**src/rtl/tw_pkg.sv**
```systemverilog
// Shared types and constants for the two-wire register slave.
// Assumes 8-bit bytes and one data byte per transfer.
package tw_pkg;
    localparam int BYTE_W = 8;
    localparam logic [3:0] DEV_TYPE = 4'b1010;
    localparam logic [BYTE_W-1:0] WA_STATUS = 8'h00;
    localparam logic [BYTE_W-1:0] WA_SHUT   = 8'hFF;
    localparam logic [BYTE_W-1:0] LATCH_KEY = 8'h01;

    typedef enum logic [2:0] {
        PH_IDLE, PH_DEV, PH_WORD, PH_WDATA, PH_RDATA
    } phase_t;

    typedef enum logic [1:0] {
        SEL_NONE, SEL_STAT, SEL_SHUT
    } sel_t;
endpackage

```
**src/rtl/tw_sync.sv**
```systemverilog
// Multi-stage synchronizer for the bus lines.
// Assumes the idle bus level is high, so reset loads ones.
module tw_sync #(
    parameter int WIDTH  = 2,
    parameter int STAGES = 2
) (
    input  logic             clk,
    input  logic             rst_n,
    input  logic [WIDTH-1:0] d,
    output logic [WIDTH-1:0] q
);
    logic [WIDTH-1:0] chain [STAGES];

    for (genvar g = 0; g < STAGES; g++) begin : g_stage
        // Shift one stage of the synchronizer chain.
        always_ff @(posedge clk) begin
            if (!rst_n) chain[g] <= '1;
            else if (g == 0) chain[g] <= d;
            else chain[g] <= chain[(g == 0) ? 0 : g-1];
        end
    end

    assign q = chain[STAGES-1];
endmodule

```
**src/rtl/tw_regs.sv**
```systemverilog
// Status and shutdown byte registers with the write-enable latch.
// Assumes one write strobe per accepted data byte. The bus engine
// has already refused shutdown writes while the latch is clear.
module tw_regs
    import tw_pkg::*;
#(
    parameter int GATE_W = 3,
    parameter int CODE_W = 2
) (
    input  logic              clk,
    input  logic              rst_n,
    input  logic [GATE_W-1:0] gate_stat,
    input  logic              wr_stb,
    input  sel_t              wr_sel,
    input  logic [BYTE_W-1:0] wr_data,
    output logic [BYTE_W-1:0] stat_byte,
    output logic [BYTE_W-1:0] shut_byte,
    output logic              wel,
    output logic [CODE_W-1:0] shut_code
);
    localparam int STAT_PAD = BYTE_W - GATE_W - 1;
    localparam int SHUT_PAD = BYTE_W - CODE_W;

    logic              wel_q;
    logic [CODE_W-1:0] shut_q;

    // Set the latch on the key value; only reset clears it.
    always_ff @(posedge clk) begin
        if (!rst_n) wel_q <= 1'b0;
        else if (wr_stb && wr_sel == SEL_STAT && wr_data == LATCH_KEY) wel_q <= 1'b1;
    end

    // Load the override code on a permitted shutdown write.
    always_ff @(posedge clk) begin
        if (!rst_n) shut_q <= '0;
        else if (wr_stb && wr_sel == SEL_SHUT && wel_q) shut_q <= wr_data[CODE_W-1:0];
    end

    assign wel       = wel_q;
    assign shut_code = shut_q;
    assign stat_byte = {{STAT_PAD{1'b0}}, gate_stat, wel_q};
    assign shut_byte = {{SHUT_PAD{1'b0}}, shut_q};


    wel_hold_chk: assert property (@(posedge clk) disable iff (!rst_n)
        !$fell(wel_q));


    shut_gated_chk: assert property (@(posedge clk) disable iff (!rst_n)
        (shut_q != $past(shut_q)) |-> $past(wel_q));
endmodule

```
**src/rtl/tw_engine.sv**
```systemverilog
// Bus protocol engine. It detects start and stop, shifts bytes in
// on SCL rise, and decides acknowledges and shifts read data out on
// SCL fall. Assumes synchronized bus inputs and one data byte per frame.
module tw_engine
    import tw_pkg::*;
#(
    parameter int STRAP_W = 3
) (
    input  logic               clk,
    input  logic               rst_n,
    input  logic               scl_s,
    input  logic               sda_s,
    input  logic [STRAP_W-1:0] strap,
    input  logic [BYTE_W-1:0]  stat_byte,
    input  logic [BYTE_W-1:0]  shut_byte,
    input  logic               wel,
    output logic               wr_stb,
    output sel_t               wr_sel,
    output logic [BYTE_W-1:0]  wr_data,
    output logic               sda_oe
);
    localparam int CNT_W = $clog2(BYTE_W + 1);
    localparam logic [CNT_W-1:0] ACK_SLOT = CNT_W'(BYTE_W);

    phase_t            phase;
    logic [CNT_W-1:0]  bitcnt;
    logic              in_ack;
    logic              rw_q;
    logic              scl_q, sda_q;
    logic [BYTE_W-1:0] shreg, tx;
    sel_t              ptr;
    logic              scl_rise, scl_fall, start_det, stop_det, addr_match;
    logic [BYTE_W-1:0] rd_byte;

    assign scl_rise   = scl_s & ~scl_q;
    assign scl_fall   = ~scl_s & scl_q;
    assign start_det  = scl_s & scl_q & sda_q & ~sda_s;
    assign stop_det   = scl_s & scl_q & ~sda_q & sda_s;
    assign addr_match = (shreg[BYTE_W-1 -: 4] == DEV_TYPE) && (shreg[STRAP_W:1] == strap);
    assign rd_byte    = (ptr == SEL_STAT) ? stat_byte :
                        (ptr == SEL_SHUT) ? shut_byte : '0;
    assign wr_sel     = ptr;
    assign wr_data    = shreg;

    // Main frame sequencer: edges, bit counting, acknowledge and read-out.
    always_ff @(posedge clk) begin
        if (!rst_n) begin
            phase  <= PH_IDLE;
            bitcnt <= '0;
            in_ack <= 1'b0;
            rw_q   <= 1'b0;
            scl_q  <= 1'b1;
            sda_q  <= 1'b1;
            shreg  <= '0;
            tx     <= '0;
            ptr    <= SEL_NONE;
            sda_oe <= 1'b0;
            wr_stb <= 1'b0;
        end else begin
            wr_stb <= 1'b0;
            scl_q  <= scl_s;
            sda_q  <= sda_s;
            if (start_det) begin
                phase  <= PH_DEV;
                bitcnt <= '0;
                in_ack <= 1'b0;
                sda_oe <= 1'b0;
            end else if (stop_det) begin
                phase  <= PH_IDLE;
                bitcnt <= '0;
                in_ack <= 1'b0;
                sda_oe <= 1'b0;
            end else if (phase != PH_IDLE) begin
                if (scl_rise && !in_ack && bitcnt < ACK_SLOT) begin
                    shreg  <= {shreg[BYTE_W-2:0], sda_s};
                    bitcnt <= bitcnt + 1'b1;
                end else if (scl_fall) begin
                    if (bitcnt == ACK_SLOT && !in_ack) begin
                        in_ack <= 1'b1;
                        case (phase)
                            PH_DEV: begin
                                if (addr_match) begin
                                    sda_oe <= 1'b1;
                                    rw_q   <= shreg[0];
                                end else begin
                                    sda_oe <= 1'b0;
                                    phase  <= PH_IDLE;
                                end
                            end
                            PH_WORD: begin
                                sda_oe <= 1'b1;
                                ptr    <= (shreg == WA_STATUS) ? SEL_STAT :
                                          (shreg == WA_SHUT)   ? SEL_SHUT : SEL_NONE;
                            end
                            PH_WDATA: begin
                                if (ptr == SEL_SHUT && !wel) begin
                                    sda_oe <= 1'b0;
                                end else begin
                                    sda_oe <= 1'b1;
                                    wr_stb <= 1'b1;
                                end
                            end
                            default: sda_oe <= 1'b0;
                        endcase
                    end else if (in_ack) begin
                        in_ack <= 1'b0;
                        bitcnt <= '0;
                        sda_oe <= 1'b0;
                        case (phase)
                            PH_DEV: begin
                                if (rw_q) begin
                                    phase  <= PH_RDATA;
                                    tx     <= rd_byte;
                                    sda_oe <= ~rd_byte[BYTE_W-1];
                                end else begin
                                    phase  <= PH_WORD;
                                end
                            end
                            PH_WORD: phase <= PH_WDATA;
                            default: phase <= PH_IDLE;
                        endcase
                    end else if (phase == PH_RDATA && bitcnt != '0) begin
                        tx     <= {tx[BYTE_W-2:0], 1'b0};
                        sda_oe <= ~tx[BYTE_W-2];
                    end
                end
            end
        end
    end


    drive_low_chk: assert property (@(posedge clk) disable iff (!rst_n)
        $rose(sda_oe) |-> !scl_s);


    idle_quiet_chk: assert property (@(posedge clk) disable iff (!rst_n)
        (phase == PH_IDLE) |-> !sda_oe);


    refuse_chk: assert property (@(posedge clk) disable iff (!rst_n)
        (wr_stb && ptr == SEL_SHUT) |-> wel);
endmodule

```
**src/rtl/tw_regslave.sv**
```systemverilog
// Top of the two-wire register slave. It joins the synchronizer, the
// protocol engine and the register pair. Assumes clk is well above SCL rate.
module tw_regslave #(
    parameter int SYNC_STAGES = 2,
    parameter int STRAP_W     = 3,
    parameter int GATE_W      = 3,
    parameter int CODE_W      = 2
) (
    input  logic               clk,
    input  logic               rst_n,
    input  logic               scl_i,
    input  logic               sda_i,
    output logic               sda_oe,
    input  logic [STRAP_W-1:0] strap_addr,
    input  logic [GATE_W-1:0]  gate_stat,
    output logic [CODE_W-1:0]  shut_code
);
    import tw_pkg::*;

    logic [1:0]        lines_s;
    logic              wr_stb, wel;
    sel_t              wr_sel;
    logic [BYTE_W-1:0] wr_data, stat_byte, shut_byte;

    tw_sync #(.WIDTH(2), .STAGES(SYNC_STAGES)) u_sync (
        .clk(clk), .rst_n(rst_n), .d({scl_i, sda_i}), .q(lines_s)
    );

    tw_engine #(.STRAP_W(STRAP_W)) u_engine (
        .clk(clk), .rst_n(rst_n), .scl_s(lines_s[1]), .sda_s(lines_s[0]),
        .strap(strap_addr), .stat_byte(stat_byte), .shut_byte(shut_byte),
        .wel(wel), .wr_stb(wr_stb), .wr_sel(wr_sel), .wr_data(wr_data),
        .sda_oe(sda_oe)
    );

    tw_regs #(.GATE_W(GATE_W), .CODE_W(CODE_W)) u_regs (
        .clk(clk), .rst_n(rst_n), .gate_stat(gate_stat), .wr_stb(wr_stb),
        .wr_sel(wr_sel), .wr_data(wr_data), .stat_byte(stat_byte),
        .shut_byte(shut_byte), .wel(wel), .shut_code(shut_code)
    );
endmodule

```
**config.mk**
```make
export PLATFORM = sky130hd
export DESIGN_NAME = tw_regslave
export DESIGN_NICKNAME = d
export VERILOG_FILES = /design/src/rtl/tw_pkg.sv /design/src/rtl/tw_sync.sv /design/src/rtl/tw_regs.sv /design/src/rtl/tw_engine.sv /design/src/rtl/tw_regslave.sv
export SDC_FILE = /design/constraint.sdc
export NUM_CORES = 1
export LEC_CHECK = 0
export BUFFER_PORTS_ARGS = -buffer_cell sky130_fd_sc_hd__buf_2
export CORE_ASPECT_RATIO = 1.75
export CORE_UTILIZATION = 53
export CTS_BUF_LIST = sky130_fd_sc_hd__clkbuf_4 sky130_fd_sc_hd__clkbuf_8 sky130_fd_sc_hd__clkbuf_16
export DETAILED_ROUTE_END_ITERATION = 10
export GPL_TIMING_DRIVEN = 1
export PLACE_DENSITY = 0.82
export SETUP_SLACK_MARGIN = 0.15
export SLEW_MARGIN = 20
export SYNTH_ARGS = -nofsm -noshare
export SYNTH_HDL_FRONTEND = slang
export SYNTH_SLANG_ARGS = --single-unit
```
**constraint.sdc**
```tcl
create_clock -name clk -period 1.7 [get_ports clk]
set_input_delay 0.425 -clock clk [delete_from_list [all_inputs] [get_ports clk]]
set_output_delay 0.425 -clock clk [all_outputs]
set_load 0.01 [all_outputs]
```
==> results.ini <==
[outcome]
status=finished clean

[floorplanning]
die_x_um=46.2
start_util=0.565
coreArea_um2=3210
ios=13
dieHeight_um=79.4
rows=27
die_area_um2=3670

[timing]
rsz0062_at_grt=yes
slew_headroom=0.772
hold_viol=0
setup_tns_ns=0
tightest_slew_ns=0.341
finalCritPeriodShare=0.927
final_max_slew_viol_count=0
fmax_mhz=634
setup_viol=0
period_needed_ns=1.58
fin_worst_skew_ns=0.00542

[placement]
place_area_um2=2000
port_buffers=12
hpwlAfterDp_um=2760
routabilityCongestion=0.809
dp_cells=267

[grt]
grt_pass1_wl_um=6620
antenna_found_initial=0
grt_pass1_vias=1582
grt_max_degree=16
gr-total-overflow=0
gr-usage-all-layers=0.249

[detailed_routing]
viasPerCell=5.71
post_drt_wl_per_cell_um=14.4
drtAntennaViolNets=0
drt_wl_total_um=4010
first_pass_iters=4
drtIter0Drc=72
num_vias=1586
drc=0

[clock_tree]
hold_buffers=0
cts_buffers=5
clk_path_buf_depth=2
cts_tree=yes
clock_sinks=37
clk_latency_ns=0.30
cts_root_buffer=clkbuf_8
htreeDepth=2
clkTransAtPathRegs_ns=0.07

[layout]
instances_no_fill=278
final_nets=246
area_growth_pct=23.5
layout_common_cells=nand2_1, dfxtp_1, a21oi_1
drive_gt1_frac=0.294
final_common_cell=nand2_1
fin_area_um2=2240
diodes=0

[power]
vdd_drop_max_uv=617
powerDensity_nw_per_um2=777
p_leak_nw=0.810

[min_path]
hp-start=scl_i
holdCritPathClass=in2reg
hold_depth=2
whs_endpoint=u_sync.chain[0][1]

[yosys]
yosysWarnings=0
synth_cell_types=50
synthArstFlopShare=0
yosysSeqAreaShare=0.408
synth_edf_count=0
synth_fp_nets=220
synthesis.area_um2=1810
ys.flop_type=dfxtp_1
synth_cells=208
synth-seq-cells=37
post_synth.cell_area_avg_um2=8.72

[critical_path]
critPathKind=reg2reg
critPathSlowestCell=dfxtp_2
cp-start-kind=register
end_kind=register
cp_slowest_stage_delay_ns=0.35
critPathMaxFanout=6
required_ns=1.90
reg2reg_slack_ns=0.12
r2r-end=u_engine.tx[1]
rr_startpoint=u_engine.phase[2]
reg2regPathDepth=5
arrival_ns=1.77
path_cells=buf_4 -> nor3b_4 -> nand3_2 -> a21oi_4 -> mux2_2

[job]
maxCapViolCount=0

[what timing repair did]
action / 4_1_cts / 5_1_grt
setup endpoints to repair: 22 / 22
buffers inserted: 3 / 0
pin swaps: 1 / 6
gates resized for setup: 10 / 14
[power by group]
part           leakage, nW  internal [mW]  total, mW  switching [mW]
Combinational        0.449         0.0247     0.0583          0.0336
Sequential           0.304          0.871      0.875         0.00498
Clock               0.0574          0.477      0.807           0.330
[area by class of cell]
class / count / area [um^2]
Fill cell: 232 / 968
Clock buffer: 6 / 82.6
Clock inverter: 2 / 37.5
Tap cell: 43 / 53.8
Inverter: 6 / 22.5
Sequential cell: 37 / 753
Timing Repair Buffer: 28 / 196
Multi-Input combinational cell: 156 / 1090
[state kept, by name (all words and copies together) (netlist names)]
name / flops
u_engine.wr_data: 8
u_engine.tx: 7
u_engine.bitcnt: 4
u_sync.chain: 4
u_engine.phase: 3
u_engine.wr_sel: 2
u_regs.shut_code: 2
u_engine.in_ack: 1
u_engine.rw_q: 1
u_engine.scl_q: 1
u_engine.sda_oe: 1
u_engine.sda_q: 1
u_engine.wr_stb: 1
u_regs.wel: 1
[critical path: cells and delay by family (launching register included)]
kind                   cells  cell delay (ns)
DFF                        1             0.35
muxes                      1             0.34
AOI/OAI and AO/OA          1             0.21
buffers and inverters      1             0.16
and+or+nand+nor            2             0.41
[Yosys cell counts (all sizes together) (3+ instances only)]
cell | instances | area (um^2)
nor2b | 3 | 18.8
nand3b | 4 | 42.5
o21ai | 4 | 20.0
inv | 5 | 18.8
buf | 5 | 40.0
nand2b | 9 | 56.3
mux2i | 7 | 70.1
nand4 | 3 | 18.8
dfxtp | 37 | 741
nand3 | 8 | 45.0
nor2 | 9 | 33.8
nand2 | 37 | 141
xor2 | 4 | 35.0
a21oi | 19 | 106
nor3b | 4 | 30.0
a211oi | 6 | 45.0
clkbuf | 4 | 15.0
[worst max path at each step]
stage / startpoint / to / slack (ns) / depth (start not counted)
global placement: u_engine.phase[0] / u_engine.phase[0] / 0.04 / 4
CTS: u_engine.phase[2] / u_engine.phase[0] / 0.15 / 5
detailed placement: u_engine.in_ack / u_engine.wr_data[7] / 0.04 / 5
finish: u_engine.phase[2] / u_engine.tx[1] / 0.12 / 5
floorplan: u_engine.bitcnt[0] / u_engine.tx[1] / 0.15 / 6
global route: u_engine.wr_data[4] / u_engine.sda_oe / 0.02 / 5
[metal layers]
metal | vias up | track usage | wire [um]
met5 | - | 0 | 0
met4 | 0 | 0.156 | 114
met3 | 10 | 0.0837 | 128
met2 | 29 | 0.407 | 2140
met1 | 757 | 0.256 | 1620
li1 | 790 | - | -
[cell families after synthesis]
kind of cell / count (synthesis) / share of synthesized area
AO/OA/AOI/OAI: 43 / 0.154
XOR/XNOR: 4 / 0.0193
adder cells (fa/ha/maj): 2 / 0.0138
buffers and inverters: 15 / 0.0428
flip-flops: 37 / 0.408
multiplexers: 9 / 0.0510
AND/OR/NAND/NOR: 98 / 0.311
[per-stage QoR]
stage / hold WS, ns / total power [mW] / worst slack, ns / utilization
floorplan: 0.386 / 0.928 / 0.146 / -
global placement: 0.393 / 0.950 / 0.0438 / 0.623
detailed placement: 0.395 / 0.950 / 0.0389 / 0.623
CTS: 0.300 / 1.74 / 0.153 / 0.680
global route: 0.295 / 1.79 / 0.0164 / 0.698
finish: 0.304 / 1.74 / 0.123 / 0.698
Power figures use the tool's default switching activity.
